$ cat src/rtl/arb2_pkg.sv
package arb2_pkg;
  typedef enum logic [1:0] {
    LVL_LOW    = 2'b00,
    LVL_MEDIUM = 2'b01,
    LVL_HIGH   = 2'b10,
    LVL_ULTRA  = 2'b11
  } level_e;
  localparam int LVL_W = 2;
endpackage

$ cat src/rtl/arb2_level_mask.sv
module arb2_level_mask
  import arb2_pkg::*;
#(
  parameter int NUM_CH = 8
) (
  input  logic                      clk,
  input  logic                      rst_n,
  input  logic [NUM_CH-1:0]         pend,
  input  logic [NUM_CH*LVL_W-1:0]   prio,
  output logic [NUM_CH-1:0]         top_mask
);
  level_e max_lvl;

  // Stage one: highest software level among pending channels
  always_comb begin
    max_lvl = LVL_LOW;
    for (int i = 0; i < NUM_CH; i++) begin
      if (pend[i] && (level_e'(prio[i*LVL_W +: LVL_W]) > max_lvl))
        max_lvl = level_e'(prio[i*LVL_W +: LVL_W]);
    end
  end

  for (genvar g = 0; g < NUM_CH; g++) begin : g_mask
    assign top_mask[g] = pend[g] && (level_e'(prio[g*LVL_W +: LVL_W]) == max_lvl);
  end

  // A pending request always leaves at least one survivor
  assert_survivor_R3: assert property (@(posedge clk) disable iff (!rst_n)
    (|pend) |-> (|top_mask));
endmodule

$ cat src/rtl/arb2_first_pick.sv
module arb2_first_pick #(
  parameter int NUM_CH = 8,
  localparam int IDX_W = (NUM_CH > 1) ? $clog2(NUM_CH) : 1
) (
  input  logic [NUM_CH-1:0] cand,
  output logic [NUM_CH-1:0] onehot,
  output logic [IDX_W-1:0]  idx
);
  // Stage two: lowest index wins
  assign onehot = cand & (~cand + NUM_CH'(1));

  always_comb begin
    idx = '0;
    for (int i = NUM_CH - 1; i >= 0; i--) begin
      if (cand[i]) idx = IDX_W'(i);
    end
  end
endmodule

$ cat src/rtl/arb2_channel_arbiter.sv
module arb2_channel_arbiter
  import arb2_pkg::*;
#(
  parameter int NUM_CH = 8,
  localparam int IDX_W = (NUM_CH > 1) ? $clog2(NUM_CH) : 1
) (
  input  logic                    clk,
  input  logic                    rst_n,
  input  logic [NUM_CH-1:0]       req_pending,
  input  logic [NUM_CH*LVL_W-1:0] chan_prio,
  input  logic                    bus_idle,
  input  logic                    access_done,
  output logic [NUM_CH-1:0]       grant,
  output logic [IDX_W-1:0]        grant_idx,
  output logic                    grant_valid
);
  logic [NUM_CH-1:0] top_mask;
  logic [NUM_CH-1:0] pick_oh;
  logic [IDX_W-1:0]  pick_idx;
  logic [NUM_CH-1:0] grant_q;
  logic [IDX_W-1:0]  idx_q;
  logic              held_q;
  logic              take;

  arb2_level_mask #(.NUM_CH(NUM_CH)) u_level (
    .clk      (clk),
    .rst_n    (rst_n),
    .pend     (req_pending),
    .prio     (chan_prio),
    .top_mask (top_mask)
  );

  arb2_first_pick #(.NUM_CH(NUM_CH)) u_pick (
    .cand   (top_mask),
    .onehot (pick_oh),
    .idx    (pick_idx)
  );

  assign take = !held_q && bus_idle && (|req_pending);

  always_ff @(posedge clk or negedge rst_n) begin
    if (!rst_n) begin
      grant_q <= '0;
      idx_q   <= '0;
      held_q  <= 1'b0;
    end else if (held_q) begin
      if (access_done) begin
        grant_q <= '0;
        idx_q   <= '0;
        held_q  <= 1'b0;
      end
    end else if (take) begin
      grant_q <= pick_oh;
      idx_q   <= pick_idx;
      held_q  <= 1'b1;
    end
  end

  assign grant       = grant_q;
  assign grant_idx   = idx_q;
  assign grant_valid = held_q;

  assert_onehot_R8: assert property (@(posedge clk) disable iff (!rst_n)
    $onehot0(grant_q) && (held_q == (|grant_q)));
  assert_idx_match_R8: assert property (@(posedge clk) disable iff (!rst_n)
    held_q |-> grant_q[idx_q]);
  assert_hold_R6: assert property (@(posedge clk) disable iff (!rst_n)
    (held_q && !access_done) |=> ($stable(grant_q) && $stable(idx_q)));
  assert_release_R7: assert property (@(posedge clk) disable iff (!rst_n)
    (held_q && access_done) |=> !held_q);
  assert_busy_no_grant_R5: assert property (@(posedge clk) disable iff (!rst_n)
    (!held_q && !bus_idle) |=> !held_q);
  assert_empty_no_grant_R2: assert property (@(posedge clk) disable iff (!rst_n)
    (!held_q && !(|req_pending)) |=> !held_q);
endmodule

$ cat config.mk
export PLATFORM = sky130hd
export DESIGN_NAME = arb2_channel_arbiter
export DESIGN_NICKNAME = d
export VERILOG_FILES = /design/src/rtl/arb2_pkg.sv /design/src/rtl/arb2_level_mask.sv /design/src/rtl/arb2_first_pick.sv /design/src/rtl/arb2_channel_arbiter.sv
export SDC_FILE = /design/constraint.sdc
export NUM_CORES = 1
export LEC_CHECK = 0
export CORE_MARGIN = 8
export CORE_UTILIZATION = 50
export CTS_CLUSTER_SIZE = 24
export DETAILED_ROUTE_END_ITERATION = 7
export DONT_BUFFER_PORTS = 1
export PLACE_DENSITY = 0.73
export RECOVER_POWER = 25
export SYNTH_ARGS = -nofsm -noshare
export SYNTH_HDL_FRONTEND = slang
export SYNTH_SLANG_ARGS = --single-unit
$ cat constraint.sdc
create_clock -name clk -period 1.78 [get_ports clk]
set_input_delay 0.356 -clock clk [delete_from_list [all_inputs] [get_ports clk]]
set_output_delay 0.356 -clock clk [all_outputs]
set_load 0.01 [all_outputs]
==> summary.md, run 1 <==
| Metric | Value |
|---|---|
| Post-synth top area cell | `dfrtp_1` |
| Worst Tran Pin Value | `513 ps` |
| Final Cell Area | `0.00244 mm²` |
| Die area | `0.00509 mm²` |
| Fmax achieved | `115 MHz` |
| Hold path endpoint | `grant_valid` |
| Largest net degree at the start of global routing | `13` |
| Crit end category | `register` |
| Seq/Total Area, Yosys | `19.6%` |
| Final min period | `8710 ps` |
| Clk_lat worst skew | `270 ps` |
| Async SR Flop Fraction | `100%` |
| Most used DFF post-synth | `dfrtp_1` |
| Die Y | `71.4 µm` |
| Synth Area in Simple Gates | `23.8%` |
| Largest family of logic cells by synthesized area | `compound AO/OA/AOI/OAI gates` |
| Fin. Hold Viols | `0` |
| FP Rows | `20` |
| Starting DRC count in detailed routing | `102` |
| Detail Route Antenna Nets | `0` |
| DP HPWL | `3940 µm` |
| Critical Path RT | `2000 ps` |
| Worst hold stages | `1` |
| DRC errors left | `0` |
| RR Endpoint | `grant[5]` |
| # setup viols final | `11` |
| Gr usage total | `19.9%` |
| Vias | `1,847` |
| Synth Area in XOR/XNOR | `5.14%` |
| Fill count | `169` |
| Final net count | `293` |
| Clock skew | `2.10 ps` |
| Synthesized Nets | `218` |
| Status | `finished, violations left` |
| Die W | `71.4 µm` |
| Reg2Reg Setup Slack | `60 ps` |
| Synthesized area per cell | `8.52 µm²` |
| Synth area leaders | `dfrtp_1, ha_1, nand2_1, xnor2_1, mux2_4` |
| FF+latch count, synth | `12` |
| Worst r2r src | `grant_valid` |
| Final cell count without fillers | `286` |
| Mapped Area | `0.00153 mm²` |
| Synth Area in Adders | `8.16%` |
| M2 GR Usage | `35.4%` |
| Warning count from the yosys run | `0` |
| Yosys cell types | `53` |
| Power Dens Cells | `855 mW/mm²` |
| Buffers added on ports | `0` |
| RSZ-0062 raised after global routing | `yes` |
| Delay-heaviest family, CP | `compound AO/OA/AOI/OAI gates` |
| Met3 usage | `3.77%` |
| Met1 Resource Use GR | `21.5%` |
| Diode count | `0` |
| Placed Instances | `258` |
| CTS Root Cell | `clkbuf_4` |
| First-pass GRT wire length | `8360 µm` |
| Fin crit share | `490%` |
| Io pins | `40` |
| Setup TNS | `-75,180 ps` |
| Worst VDD drop | `0.488 mV` |
| Gate Count Post-Synth | `180` |
| CTS max path bufs | `2` |
| TritonCTS clock tree | `built` |
| DRT Wirelength | `5860 µm` |
| Ratio of cells with drive above 1 in the final layout | `51.8%` |
| Worst Path Arrival | `8930 ps` |
| Post-synth top cells | `nand2_1, inv_1, dfrtp_1` |
| Grt ovf | `0` |
| Mux cell area share after synthesis | `9.47%` |
| Slew headroom | `65.7%` |
| GRT busiest layer | `met2` |
| CP Launch Type | `primary input` |
| WP buf/inv | `4` |
| Avg WL per Cell | `20.5 µm` |
| Placer Congestion | `0.936` |
| Number of global-route vias before repair | `1,863` |
| Initial Util | `51.5%` |
| Area grow syn2layout | `59.5%` |
| Most frequent cell after synthesis | `nand2_1` |
| Crit-path max FO | `5` |
| Post-synth EDFFs | `0` |
| CP max stage delay | `400 ps` |
| Initial antenna violation count | `0` |
| Cells on worst reg2reg path | `6` |
| Max cap viols | `0` |
| Yosys top cell area share | `19.6%` |
| Area of the core | `0.00298 mm²` |
| Final worst slack | `-6930 ps` |
| Compound-gate portion of the synthesized area | `29.8%` |
| H-tree lvl count | `1` |
| Cell Area, Placed | `0.00202 mm²` |
| Cell mode on critical path | `ha_4` |
| TritonCTS Buffers | `3` |
| Pre-CTS WS | `-7190 ps` |
| Hold Crit Class | `in2reg` |
| Slowest-stage cell, CP | `nor4b_4` |
| Setup CP Type | `in2reg` |
| Min-delay src | `access_done` |
| Violated checks | `setup timing` |
| Final Slew Violations | `0` |
| DRT Pass-1 Iters | `4` |
| Leak pwr | `0.00114 µW` |
| Clk sinks | `12` |
| Avg Vias per Cell | `6.46` |
| Clk slew on worst S/H paths | `70 ps` |
## cell type report
class | count | area [µm²] | share of cell area, %
Multi-Input combinational cell | 152 | 1470 | 60.0
Timing Repair Buffer | 71 | 554 | 22.7
Sequential cell | 12 | 300 | 12.3
Inverter | 15 | 58.8 | 2.41
Tap cell | 33 | 41.3 | 1.69
Clock buffer | 3 | 22.5 | 0.921
## metal layers
layer  part of all wire (%)  vias to the layer above  routed length [µm]
met1                     36                      889                2130
met3                    8.5                       30                 498
li1                       -                      834                   -
met5                      0                        -                   0
met2                     51                       94                3010
met4                    3.6                        0                 210
## layout by cell type (no fill, tap or decap), types with 4 or more instances in the layout
cell type   n
xnor2_1     6
inv_1      13
a21oi_1     8
and3_1      7
buf_6       5
a22o_1      4
buf_4      65
o211ai_1    5
and2_4      4
mux2_4      7
ha_4        7
nor2_1      5
mux2i_1     4
nand2_1    16
a211oi_2    5
dfrtp_1    12
## cell families (layout without fill, tap and decap cells)
group,Yosys count,count (layout)
simple gates,64,64
compound gates,57,57
mux,12,12
fa+ha+maj,10,10
buf+inv,16,89
flops,12,12
xor+xnor,9,9
## flip-flops by register name (all words and copies together), names as in the netlist
register,cells
grant,8
grant_idx,3
grant_valid,1
## timing repair
action                     CTS  global route
hold buffers                 1             0
resized for setup           21            27
setup endpoints to repair   11            11
hold endpoints to repair    12             0
pin swaps                   32            26
setup buffers               13            12
## stage by stage
step	hold slack, ps	utilization, %	total power [µW]
after floorplan	60.4	-	1150
after global placement	60.7	67.9	1490
after detailed placement	60.8	67.9	1550
after CTS	166	75.8	1870
after global routing	162	82.1	2190
final	161	82.1	2090
## worst max path at each step
stage | start | to | slack, ps | cells past startpoint
global placement | req_pending[0] | grant[5] | -6830 | 47
CTS | req_pending[0] | grant[7] | -6710 | 48
finish | req_pending[0] | grant[5] | -6930 | 48
global route | req_pending[0] | grant[5] | -7290 | 48
detailed placement | req_pending[0] | grant_idx[0] | -7190 | 47
floorplan | req_pending[0] | grant[5] | -6800 | 47
## report_power, final
group / internal [µW] / total (µW) / switching [µW] / leakage [µW]
sequential: 337 / 417 / 79.7 / 0.000160
clock: 78.4 / 164 / 85.7 / 0.0000138
combinational: 799 / 1510 / 711 / 0.000965
## worst register-to-register path, cell delays in order, from the launching register on
cell	delay, ps
dfrtp_1	390
inv_1	80
and3_1	220
o31ai_4	100
nor3_4	270
nor4b_4	370
a32o_2	230
Power figures use the tool's default switching activity.
==> inputs of run 2 (changes only) <==
- ABC_AREA: unset -> 1
- clock period: 1.78 -> 8.2 ns (I/O delays scaled with it)
==> summary.md, run 2 <==
| Metric | Value |
|---|---|
| Max cap viols | `0` |
| Mapped Area | `0.00156 mm²` |
| Fin. Hold Viols | `0` |
| Post-synth top cells | `nand2_1, nand3_1, inv_1` |
| Post-synth EDFFs | `0` |
| CTS Hold Bufs | `0` |
| RR Endpoint | `grant_idx[0]` |
| TritonCTS Buffers | `3` |
| CP Launch Type | `primary input` |
| Io pins | `40` |
| Diode count | `0` |
| Reg power frac | `22.7%` |
| DRT Wirelength | `4610 µm` |
| Initial Util | `52.0%` |
| TritonCTS clock tree | `built` |
| Seq/Total Area, Yosys | `19.2%` |
| First-pass GRT wire length | `6760 µm` |
| Clock skew | `3.14 ps` |
| Crit-path max FO | `5` |
| Die area | `0.00517 mm²` |
| Setup CP Type | `in2reg` |
| Fill count | `248` |
| Largest register FFs | `8` |
| Buffers added on ports | `0` |
| # setup viols final | `0` |
| Die W | `71.9 µm` |
| Most frequent cells in the layout | `nand2_1, buf_4, nand2_2, inv_1, nand3_1` |
| H-tree lvl count | `1` |
| Largest net degree at the start of global routing | `13` |
| Worst hold slack | `561 ps` |
| Vias | `1,701` |
| Pint | `204 µW` |
| Power Dens Cells | `179 mW/mm²` |
| Sw Ratio | `46.9%` |
| CP max stage delay | `290 ps` |
| Worst VDD drop | `0.0893 mV` |
| Number of global-route vias before repair | `1,597` |
| Clk_lat worst skew | `260 ps` |
| Avg Vias per Cell | `5.20` |
| Status | `completed` |
| Die Y | `71.9 µm` |
| Most frequent cell after synthesis | `nand2_1` |
| Cell mode on critical path | `nand2_2` |
| Ratio of cells with drive above 1 in the final layout | `42.9%` |
| Yosys cell types | `25` |
| FF+latch count, synth | `12` |
| Cells on worst reg2reg path | `8` |
| Gr usage total | `15.6%` |
| Fin crit share | `97.0%` |
| FP Rows | `20` |
| Crit end category | `register` |
| Critical Path RT | `8400 ps` |
| End of the critical path | `grant_idx[2]` |
| Final Slew Violations | `0` |
| Warning count from the yosys run | `0` |
| Clk slew on worst S/H paths | `70 ps` |
| Synthesized Nets | `289` |
| Starting DRC count in detailed routing | `70` |
| Final cell count without fillers | `327` |
| CTS Root Cell | `clkbuf_4` |
| Fmax achieved | `126 MHz` |
| Worst Path Arrival | `8160 ps` |
| DRC errors left | `0` |
| Async SR Flop Fraction | `100%` |
| Most used DFF post-synth | `dfrtp_1` |
| Clk pwr share | `8.8%` |
| DP HPWL | `3350 µm` |
| Clk sinks | `12` |
| Slew headroom | `74.7%` |
| Slowest-stage cell, CP | `ha_1` |
| Synth area leaders | `dfrtp_1, nand2_1, nand3_1, ha_1, inv_1` |
| Avg WL per Cell | `14.1 µm` |
| Combinational power share | `68.5%` |
| CTS max path bufs | `2` |
| Reg2Reg Setup Slack | `6390 ps` |
| Hold Crit Class | `reg2reg` |
| Synthesized area per cell | `6.22 µm²` |
| Detail Route Antenna Nets | `0` |
| Area of the core | `0.00300 mm²` |
| Area grow syn2layout | `37.4%` |
| Gate Count Post-Synth | `251` |
| Yosys top cell area share | `19.2%` |
| Worst Tran Pin Value | `378 ps` |
| Worst r2r src | `grant_valid` |
| DRT Pass-1 Iters | `4` |
| Critical Path Start | `chan_prio[1]` |
| Utilization after layout | `71.5%` |
| Net Switching | `180 µW` |
| Placer Congestion | `0.826` |
| Final min period | `7950 ps` |
| Post-synth top area cell | `dfrtp_1` |
| Initial antenna violation count | `0` |
| Commonest non-fill, non-tap cell in the layout | `nand2_1` |
| Grt ovf | `0` |
| Leak pwr | `0.00112 µW` |
| Placed Instances | `314` |
| Final net count | `334` |
run 2: cell types whose count changed in the layout (fill, tap and decap cells not counted), moves of 11 or more:
| cell | previous run | this run |
|---|---|---|
| buf_4 | 65 | 39 |
| inv_1 | 13 | 28 |
| nand2_1 | 16 | 60 |
| nand2_2 | 2 | 30 |
| nand3_1 | 2 | 26 |
| nand3_2 | 0 | 16 |
| nor2_1 | 5 | 16 |
run 2: power groups by stage:
stage,logic (µW),registers [µW],clock network [µW]
4_1_cts,211,87.8,35.4
3_5_place_dp,207,88.5,0
6_report,263,87.1,33.8
2_1_floorplan,146,84.8,0
3_3_place_gp,203,88.1,0
5_1_grt,292,88.9,39.0
run 2: logic make-up after synthesis:
group / after synthesis / share of synthesized area [%]
AND/OR/NAND/NOR: 168 / 54.6
buffers and inverters: 36 / 8.65
AO/OA/AOI/OAI: 23 / 8.33
flip-flops: 12 / 19.2
adder cells (fa/ha/maj): 10 / 8.01
XOR/XNOR: 2 / 1.12
run 2: how the worst min path moves through the flow:
stage                 start           end  slack (ps)  cells past startpoint
3_3_place_gp   grant_idx[2]  grant_idx[2]         550                      2
2_1_floorplan  grant_idx[1]  grant_idx[1]         520                      2
6_report           grant[3]      grant[3]         560                      2
5_1_grt            grant[6]      grant[6]         590                      2
4_1_cts        grant_idx[2]  grant_idx[2]         570                      2
3_5_place_dp   grant_idx[2]  grant_idx[2]         550                      2
run 2: metrics by stage:
stage / area (µm²) / setup slack (ps) / power, µW / TNS [ps]
final: 2150 / 247 / 384 / 0
after global routing: 2150 / -171 / 420 / -1040
after CTS: 1870 / 19.1 / 335 / 0
after detailed placement: 1830 / -417 / 295 / -3910
after global placement: 1830 / -228 / 291 / -1860
after floorplan: 1560 / 26.6 / 231 / 0
run 2: critical path: cells and delay by family:
family,cells,cell delay (ps)
AO/OA/AOI/OAI,6,700
XOR/XNOR,1,200
buffers and inverters,7,520
adder cells (fa/ha/maj),7,1610
AND/OR/NAND/NOR,38,3440
run 2: routing by layer:
layer	GRT usage [%]	wire [µm]	part of all wire, %	vias up
li1	-	-	-	896
met5	0	0	0	-
met4	1.36	8	0.17	0
met2	29.1	2410	52	52
met1	18.1	1850	40	751
met3	3.21	336	7.3	2
run 2: timing repair:
action	4_1_cts	5_1_grt
gates resized for setup	5	44
setup endpoints to repair	9	11
pin swaps	1	33
buffers inserted	1	8
cloned	0	1
run 2: final cells by class:
class | count | area (µm²) | share of cell area, %
timing repair buffer | 39 | 293 | 13.6
sequential | 12 | 300 | 14.0
multi-input combinational | 204 | 1350 | 63.0
tap | 33 | 41.3 | 1.92
inverter | 36 | 138 | 6.41
clock buffer | 3 | 22.5 | 1.05
